<file path="config.mk">
export PLATFORM = sky130hd
export DESIGN_NAME = stipblit_engine
export DESIGN_NICKNAME = d
export VERILOG_FILES = /design/src/rtl/stb_pkg.sv /design/src/rtl/stb_cmd_decode.sv /design/src/rtl/stb_seq.sv /design/src/rtl/stipblit_engine.sv
export SDC_FILE = /design/constraint.sdc
export NUM_CORES = 1
export LEC_CHECK = 0
export ABC_AREA = 1
export BUFFER_PORTS_ARGS = -buffer_cell sky130_fd_sc_hd__buf_2
export CORE_ASPECT_RATIO = 1.25
export CORE_MARGIN = 2
export CORE_UTILIZATION = 32
export DETAILED_ROUTE_END_ITERATION = 16
export PLACE_DENSITY_LB_ADDON = 0.25
export RECOVER_POWER = 100
export SETUP_SLACK_MARGIN = 0.5
export SLEW_MARGIN = 40
export SYNTH_ARGS = -nofsm -noshare
export SYNTH_HDL_FRONTEND = slang
export SYNTH_HIERARCHICAL = 1
export SYNTH_SLANG_ARGS = --single-unit
</file>
<file path="constraint.sdc">
create_clock -name clk -period 4.6 [get_ports clk]
set_input_delay 0.23 -clock clk [delete_from_list [all_inputs] [get_ports clk]]
set_output_delay 0.23 -clock clk [all_outputs]
set_load 0.03 [all_outputs]
</file>
<file path="src/rtl/stb_pkg.sv">
package stb_pkg;

    typedef enum logic [1:0] {
        OP_STIP = 2'd0,
        OP_FILL = 2'd1,
        OP_COPY = 2'd2
    } stb_op_e;

    typedef enum logic [2:0] {
        ST_IDLE = 3'd0,
        ST_STIP = 3'd1,
        ST_FILL = 3'd2,
        ST_CRD  = 3'd3,
        ST_CWR  = 3'd4
    } stb_state_e;

    typedef struct packed {
        logic [31:0] held;
        logic        err;
    } stb_front_t;

endpackage

</file>
<file path="src/rtl/stb_cmd_decode.sv">
module stb_cmd_decode
    import stb_pkg::*;
#(
    parameter int PIX_AW = 20,
    parameter int SRC_W  = 24,
    parameter int LEN_W  = 5
) (
    input  logic                    wr_blit,
    input  logic [PIX_AW+2:0]       wr_addr,
    input  logic [31:0]             wr_data,
    output stb_op_e                 op,
    output logic [PIX_AW-1:0]       dst,
    output logic [PIX_AW-1:0]       src,
    output logic [LEN_W-1:0]        last,
    output logic [(1<<LEN_W)-1:0]   mask
);
    localparam int MASK_W = 1 << LEN_W;

    logic [SRC_W-1:0] src_field;
    logic             fill_code;
    logic             unused_bits;

    always_comb begin
        src_field = wr_data[SRC_W-1:0];
        fill_code = &src_field;
        dst       = wr_addr[PIX_AW+2:3];
        src       = src_field[PIX_AW-1:0];
        mask      = wr_data[MASK_W-1:0];
        if (!wr_blit) begin
            op   = OP_STIP;
            last = '1;
        end else begin
            op   = fill_code ? OP_FILL : OP_COPY;
            last = wr_data[SRC_W +: LEN_W];
        end
    end

    assign unused_bits = ^{wr_addr[2:0], wr_data[31:SRC_W+LEN_W], src_field[SRC_W-1:PIX_AW]};

endmodule

</file>
<file path="src/rtl/stb_seq.sv">
module stb_seq
    import stb_pkg::*;
#(
    parameter int PIX_AW = 20,
    parameter int LEN_W  = 5
) (
    input  logic                   clk,
    input  logic                   rst_n,
    input  logic                   start,
    input  stb_op_e                op,
    input  logic [PIX_AW-1:0]      dst,
    input  logic [PIX_AW-1:0]      src,
    input  logic [LEN_W-1:0]       last,
    input  logic [(1<<LEN_W)-1:0]  mask,
    input  logic [23:0]            colour,
    input  logic                   plane,
    input  logic [7:0]             pm_rdata,
    input  logic [31:0]            cp_rdata,
    output logic                   busy,
    output logic                   done,
    output logic                   pm_en,
    output logic                   pm_we,
    output logic [PIX_AW-1:0]      pm_addr,
    output logic [7:0]             pm_wdata,
    output logic                   cp_en,
    output logic                   cp_we,
    output logic [31:0]            cp_wdata
);
    localparam int MASK_W = 1 << LEN_W;

    typedef struct packed {
        stb_state_e         st;
        logic [PIX_AW-1:0]  dst;
        logic [PIX_AW-1:0]  src;
        logic [LEN_W-1:0]   idx;
        logic [LEN_W-1:0]   last;
        logic [MASK_W-1:0]  mask;
        logic [23:0]        col;
        logic               plane;
        logic               done;
    } seq_t;

    seq_t q, d;
    logic at_last;

    always_comb begin
        d        = q;
        d.done   = 1'b0;
        at_last  = (q.idx == q.last);
        pm_en    = 1'b0;
        pm_we    = 1'b0;
        pm_addr  = q.dst + PIX_AW'(q.idx);
        pm_wdata = q.col[7:0];
        cp_en    = 1'b0;
        cp_we    = 1'b0;
        cp_wdata = {8'h00, q.col};
        case (q.st)
            ST_IDLE: begin
                if (start) begin
                    d.dst   = dst;
                    d.src   = src;
                    d.idx   = '0;
                    d.last  = last;
                    d.mask  = mask;
                    d.col   = colour;
                    d.plane = plane;
                    case (op)
                        OP_STIP: d.st = ST_STIP;
                        OP_FILL: d.st = ST_FILL;
                        default: d.st = ST_CRD;
                    endcase
                end
            end
            ST_STIP: begin
                pm_en  = q.mask[MASK_W-1];
                pm_we  = pm_en;
                cp_en  = pm_en & q.plane;
                cp_we  = cp_en;
                d.mask = q.mask << 1;
                if (at_last) begin
                    d.st   = ST_IDLE;
                    d.done = 1'b1;
                end else begin
                    d.idx = q.idx + 1'b1;
                end
            end
            ST_FILL: begin
                pm_en = 1'b1;
                pm_we = 1'b1;
                cp_en = q.plane;
                cp_we = q.plane;
                if (at_last) begin
                    d.st   = ST_IDLE;
                    d.done = 1'b1;
                end else begin
                    d.idx = q.idx + 1'b1;
                end
            end
            ST_CRD: begin
                pm_en   = 1'b1;
                pm_addr = q.src + PIX_AW'(q.idx);
                cp_en   = q.plane;
                d.st    = ST_CWR;
            end
            ST_CWR: begin
                pm_en    = 1'b1;
                pm_we    = 1'b1;
                pm_wdata = pm_rdata;
                cp_en    = q.plane;
                cp_we    = q.plane;
                cp_wdata = cp_rdata;
                if (at_last) begin
                    d.st   = ST_IDLE;
                    d.done = 1'b1;
                end else begin
                    d.idx = q.idx + 1'b1;
                    d.st  = ST_CRD;
                end
            end
            default: d.st = ST_IDLE;
        endcase
    end

    always_ff @(posedge clk or negedge rst_n) begin
        if (!rst_n) begin
            q <= '0;
        end else begin
            q <= d;
        end
    end

    assign busy = (q.st != ST_IDLE);
    assign done = q.done;

    // every copy read is followed directly by the matching write
    a_r6_read_then_write: assert property (@(posedge clk) disable iff (!rst_n)
        (pm_en && !pm_we) |=> (pm_en && pm_we));

    // the control plane only moves together with the pixel memory
    a_r8_plane_with_pixel: assert property (@(posedge clk) disable iff (!rst_n)
        cp_en |-> (pm_en && (cp_we == pm_we)));

    // done is a single-cycle pulse
    a_r10_done_single: assert property (@(posedge clk) disable iff (!rst_n)
        done |=> !done);

    // done appears as busy falls
    a_r10_done_ends_busy: assert property (@(posedge clk) disable iff (!rst_n)
        done |-> (!busy && $past(busy)));

endmodule

</file>
<file path="src/rtl/stipblit_engine.sv">
module stipblit_engine
    import stb_pkg::*;
#(
    parameter int PIX_AW = 20,
    parameter int SRC_W  = 24,
    parameter int LEN_W  = 5
) (
    input  logic               clk,
    input  logic               rst_n,
    input  logic               wr_en,
    input  logic [PIX_AW+2:0]  wr_addr,
    input  logic [31:0]        wr_data,
    input  logic               wr_blit,
    input  logic               raw_mode,
    input  logic               deep_mode,
    output logic [31:0]        rd_data,
    output logic               busy,
    output logic               done,
    output logic               err,
    output logic               pm_en,
    output logic               pm_we,
    output logic [PIX_AW-1:0]  pm_addr,
    output logic [7:0]         pm_wdata,
    input  logic [7:0]         pm_rdata,
    output logic               cp_en,
    output logic               cp_we,
    output logic [31:0]        cp_wdata,
    input  logic [31:0]        cp_rdata
);
    localparam int MASK_W = 1 << LEN_W;

    stb_front_t fq, fd;
    logic       cmd_wr;
    logic       start;
    logic       unused_held;

    stb_op_e              dec_op;
    logic [PIX_AW-1:0]    dec_dst;
    logic [PIX_AW-1:0]    dec_src;
    logic [LEN_W-1:0]     dec_last;
    logic [MASK_W-1:0]    dec_mask;

    always_comb begin
        fd     = fq;
        cmd_wr = wr_en & wr_addr[2];
        start  = cmd_wr & ~busy;
        fd.err = cmd_wr & busy;
        if (wr_en && !wr_addr[2]) begin
            fd.held = wr_data;
        end
    end

    always_ff @(posedge clk or negedge rst_n) begin
        if (!rst_n) begin
            fq <= '0;
        end else begin
            fq <= fd;
        end
    end

    stb_cmd_decode #(
        .PIX_AW (PIX_AW),
        .SRC_W  (SRC_W),
        .LEN_W  (LEN_W)
    ) u_dec (
        .wr_blit (wr_blit),
        .wr_addr (wr_addr),
        .wr_data (wr_data),
        .op      (dec_op),
        .dst     (dec_dst),
        .src     (dec_src),
        .last    (dec_last),
        .mask    (dec_mask)
    );

    stb_seq #(
        .PIX_AW (PIX_AW),
        .LEN_W  (LEN_W)
    ) u_seq (
        .clk      (clk),
        .rst_n    (rst_n),
        .start    (start),
        .op       (dec_op),
        .dst      (dec_dst),
        .src      (dec_src),
        .last     (dec_last),
        .mask     (dec_mask),
        .colour   (fq.held[23:0]),
        .plane    (raw_mode & deep_mode),
        .pm_rdata (pm_rdata),
        .cp_rdata (cp_rdata),
        .busy     (busy),
        .done     (done),
        .pm_en    (pm_en),
        .pm_we    (pm_we),
        .pm_addr  (pm_addr),
        .pm_wdata (pm_wdata),
        .cp_en    (cp_en),
        .cp_we    (cp_we),
        .cp_wdata (cp_wdata)
    );

    assign err         = fq.err;
    assign rd_data     = '0;
    assign unused_held = ^fq.held[31:24];

    // a rejected command can only follow a busy cycle
    a_r9_err_needs_busy: assert property (@(posedge clk) disable iff (!rst_n)
        err |-> $past(busy));

    // no memory traffic while idle
    a_r1_idle_quiet: assert property (@(posedge clk) disable iff (!rst_n)
        !busy |-> (!pm_en && !cp_en));

endmodule

</file>
# After elaboration in Yosys (flattened, before gate mapping)

Index checks and enable logic that the tools add are counted.

Add/sub/neg operators: 3
Equality and inequality tests: 9
Muxes and demuxes: 20
Bitwise operators: 6
Reductions and logical operators: 16

Operators with widths:

| cell                                                             | count |
|---|---|
| 110-bit two-way mux                                              | 1 |
| 32-bit one-hot mux with 2 select lines                           | 1 |
| 20-bit by 5-bit adder with 20-bit output                         | 2 |
| 32-bit two-way mux                                               | 1 |
| 24-bit AND reduction                                             | 1 |
| 20-bit two-way mux                                               | 1 |
| 3-bit one-hot mux with 4 select lines                            | 1 |
| 5-bit two-way mux                                                | 2 |
| 5-bit one-hot mux with 2 select lines                            | 1 |
| 8-bit two-way mux                                                | 1 |
| 1-bit one-hot mux with 2 select lines                            | 4 |
| 3-bit by 2-bit == test with 1-bit output (second input constant) | 2 |
| 2-bit two-way mux                                                | 3 |
| 2-bit AND reduction                                              | 3 |
| 3-bit OR reduction                                               | 2 |
| 5-bit by 1-bit adder with 5-bit output (second input constant)   | 1 |
| 1-bit bitwise AND                                                | 5 |
| 5-bit == test                                                    | 1 |
| 2-bit != test (second input constant)                            | 2 |
| 2-bit one-hot mux with 2 select lines                            | 1 |
| 2-bit nonzero test                                               | 2 |
| 2-bit OR reduction                                               | 2 |
| 3-bit by 1-bit == test with 1-bit output (second input constant) | 1 |
| 3-bit == test (second input constant)                            | 1 |
| 11 further kinds                                                 | 12 |

Flip-flop bits (word level): 136
Output and inout port bits: 99
Logic and storage cells: 65

# Depth between registers and ports, before layout

Word-level depth: 7
Gate-level depth with buffers: 17
Gate-level depth less buffers: 16

# Hierarchy

The synthesis kept the hierarchy.

Modules (own cells, without submodules):

| module          | instances | cells an instance | area each (sq um) | seq. area each (sq um) |
|---|---|---|---|---|
| stb_seq         | 1         | 751               | 5810.6            | 2777.7 |
| stipblit_engine | 1         | 145               | 1316.3            | 625.6 |
| stb_cmd_decode  | 1         | 99                | 665.6             | 0.0 |

# Worst setup path before layout

No wires, ideal clock.

Kind: register -> output
Start point: register u_seq/q[110] in the netlist's numbering
End point: output pm_addr[15]
Arrival time: 2.727 ns
Data required time: 4.370 ns
Slack: 1.643 ns
Stages on the path, launching flop included: 16
Buffers on the path: 2
Cell sequence: dfrtp_1 > inv_2 > nand3_4 > buf_6 > clkbuf_1 > o21ai_0 > ha_1 > nand2_1 > nor2_1 > nand2_1 > nand3_1 > nand2_1 > nor2_4 > nand2_2 > nor2_2 > xor2_1

Cells in the longest elaborated chain, start to end: 2

RTL lines:

| element                                  | RTL line              | text |
|---|---|---|
| from (decl)                              | stb_seq.sv:43         | `seq_t q, d;` |
| from (signal assigned)                   | stb_seq.sv:126        | `q <= '0;` |
| from (signal assigned)                   | stb_seq.sv:128        | `q <= d;` |
| 3-bit by 2-bit == test with 1-bit output | stb_seq.sv:57         | `case (q.st)` |
| 20-bit two-way mux                       | stb_seq.sv:57         |  |
| to (decl)                                | stipblit_engine.sv:22 | `output logic [PIX_AW-1:0] pm_addr,` |

Every way passes these cells.

# Final worst setup path

Start point: register u_seq/q[109] in the netlist's numbering
End point: output pm_addr[19]

The elaborated chain is that of the path after synthesis.

==> reports/qor.csv <==
stage,metric,value,unit
synth,register area share after synthesis,43.7,%
layout,Fillers,2611,
power,switching power,2.63,mW
global_routing,number of global-route vias before repair,5942,
drt,drt initial violations,314,
synth,Yosys reg bits,136,
timing,TNS Setup,0,ns
synth,top-count cell post-synth,nand2_1,
place,Port Buffers,165,
floorplan,die height,178,um
floorplan,top-level port count,200,
floorplan,Die ar.,25600,sq um
clock_tree,CTS Hold Buffers Added,4,
clock_tree,clk buf depth,2,
clock_tree,CTS tree,yes,
global_routing,first-pass GRT wire length,31600,um
synth,cell accounting for the most synthesized area,dfrtp_1,
job,# Max-Cap Violations,1,
critical_path,Crit Path Category,flip-flop to primary output,
synth,Post-Syn Instances,995,
hold_path,worst min-delay path class,primary input to flip-flop,
synth,dominant cells by area after synthesis,"dfrtp_1, nand2_1, buf_4",
synth,synthesized area per cell,7.83,sq um
drt,via count,6177,
floorplan,initial core utilization,32.7,%
critical_path,R2R setup slack,2.13,ns
critical_path,crit-path max FO,33,
clock_tree,CTS clock-pin slew for the worst setup and hold paths,0.07,ns
timing,fmax,266,MHz
power,static leakage,4.44,nW
hold_path,worst hold start,wr_addr[16],
place,post-place setup slack,1.51,ns
power,PwrDens,664,nW/um^2
run_status,failing checks,"capacitance limit, slew limit",
timing,max-slew violations,79,
critical_path,R2R Path End,u_seq/q[109],
power,worst vdd ir,244,uV
timing,crit share post-route,81.8,%
timing,Setup Skew,0.0164,ns
layout,Final #Nets,1182,
global_routing,initial antenna violation count,1,
synth,main flop type after synthesis,dfrtp_1,
layout,Multi-input gate area,3100,sq um
critical_path,Worst setup EP type,primary output,
power,Reg power frac,32.3,%
synth,warning count from the yosys run,6,
timing,setup repair after global routing missed its margin,no,
clock_tree,H-Tree Depth,4,
critical_path,Startpoint Class,flip-flop,
place,RePlAce Congestion,0.815,
synth,Post-Syn Area,7790,sq um
power,Int Pwr,3.14,mW
hold_path,Worst Hold Endpoint,u_seq/q[101],
timing,Finish-stage setup viols,0,
run_status,status,"finished, violations left",
layout,Layout area overhead,11.4,%
clock_tree,Clock Latency Late Sink,0.43,ns
drt,# DRC,0,
synth,Yosys top cell area share,43.7,%
timing,final worst slack,0.837,ns
synth,Commonest cells post-synth,"nand2_1, dfrtp_1, buf_4",
drt,Final ANT Viol Nets,0,
critical_path,Worst EP required,4.37,ns
layout,sequential cell area,3400,sq um
timing,Hold Fails Final Rpt,0,
synth,post-synthesis cell type count,40,
clock_tree,Sink Count,136,
clock_tree,clock root buffer,clkbuf_16,
timing,Worst-Margin Slew,1.99,ns
global_routing,largest net degree at the start of global routing,133,
layout,post-route insts no fill,1413,
drt,wire length reported by the detailed router,19700,um
critical_path,Worst Path Arrival,3.53,ns
power,sw frac,45.6,%
timing,post-layout min period,3.76,ns
floorplan,core area,23800,sq um
global_routing,grt total ovfl,0,
hold_path,Hold Path Depth,3,
drt,DR vias/cell,4.37,
synth,ys async rst share,100,%
layout,ratio of cells with drive above 1 in the final layout,16.7,%
global_routing,GRT Total Usage,15.9,%
floorplan,Std-Cell Rows,63,
critical_path,RR Startpoint,u_seq/q[109],
clock_tree,CTS buffer count,17,
place,HPWL Detailed,13700,um
synth,Post-synth EDFFs,0,
drt,number of iterations in the first detailed-routing pass,5,
critical_path,worst reg2reg path depth,8,
floorplan,DIE WIDTH,144,um
clock_tree,CTS-repair resized insts,0,
power,logic gate share of total power,43.8,%
power,clock network fraction of total power,23.9,%
drt,Routed WL per cell,13.9,um
timing,Slew HR,-32.4,%
place,DP Cell Count,1376,
clock_tree,setup repair bufs after CTS,0,
flip-flops by register name, summed over array words and instances (netlist names):
register	cells
err	1
fq	24
u_seq/done	1
u_seq/q	110
final cells by class:
cell class / instances / area share [%]
Clock buffer: 17 / 4.90
Multi-Input combinational cell: 656 / 35.7
Clock inverter: 15 / 2.03
Tap cell: 325 / 4.68
Antenna cell: 1 / 0.0288
Timing Repair Buffer: 174 / 9.60
Sequential cell: 136 / 39.2
Inverter: 89 / 3.88
stage by stage:
stage               hold WS, ns  cell area [sq um]  power [mW]  utilization [%]
finish                   0.0187               8680        5.77             36.5
global route             0.0162               8680        6.22             36.5
CTS                    0.000687               8820        5.94             37.1
detailed placement        0.337               8180        4.52             34.4
global placement          0.334               8180        4.49             34.4
floorplan               -0.0656               7910        3.88                -
metal layers:
metal  share of wire [%]  GRT usage [%]  vias to the layer above
li1                    -              -                     3140
met1                  45           20.3                     2879
met2                  49           27.1                      137
met3                 3.9           2.79                       19
met4                 1.5           5.19                        2
met5               0.066              0                        -
critical path, stage by stage, from the launching register on:
cell,delay [ns]
dfrtp_1,0.53
nand3_4,0.40
nand2_1,0.17
o21ai_0,0.10
ha_1,0.37
nand2_1,0.09
nor2_1,0.09
nand2_1,0.06
nand3_1,0.18
nand2_1,0.11
nor2_1,0.31
nand4_1,0.17
nand2_1,0.09
inv_1,0.04
nor2_1,0.08
clkbuf_1,0.32
cells by family (layout without fill, tap and decap cells):
family          Yosys count  in the layout  synth area share, %
simple gates            495            495                 26.9
buf+inv                 234            295                 17.4
flops                   136            136                 43.7
compound gates           99             99                 8.14
xor+xnor                 23             23                 2.59
fa+ha+maj                 7              7                 1.22
other cells               1             33               0.0481
cell usage in the layout (no fill, tap or decap), drive strengths merged:
cell,count
nand2,394
dfrtp,136
buf,105
inv,99
clkbuf,82
o21ai,59
nand3,42
nor2,41
conb,32
o221ai,28
xor2,15
xnor2,8
nand4,7
or2,6
ha,6
a21oi,5
dlygate4sd3,4
o211ai,3
clkinv,3
nor3,3
and2,2
o2111ai,2
diode,1
clkinvlp,1
bufinv,1
a31oi,1
o21bai,1
fa,1
how the worst max path moves through the flow:
stage | start | to | slack [ns] | cells after the start
floorplan | u_seq/q[110] | pm_addr[15] | 1.64 | 15
global placement | u_seq/q[110] | pm_addr[15] | 1.54 | 14
detailed placement | u_seq/q[110] | pm_addr[15] | 1.51 | 15
CTS | u_seq/q[110] | pm_addr[15] | 1.04 | 14
global route | u_seq/q[109] | pm_addr[19] | 0.43 | 15
finish | u_seq/q[109] | pm_addr[19] | 0.84 | 15
power by group through the flow:
stage	Clock, mW	Combinational, mW	Sequential, mW
floorplan	0	2.04	1.83
global placement	0	2.61	1.88
detailed placement	0	2.64	1.89
CTS	1.42	2.65	1.87
global route	1.47	2.83	1.91
finish	1.38	2.52	1.86
No activity file was read; power rests on OpenSTA's default activity.
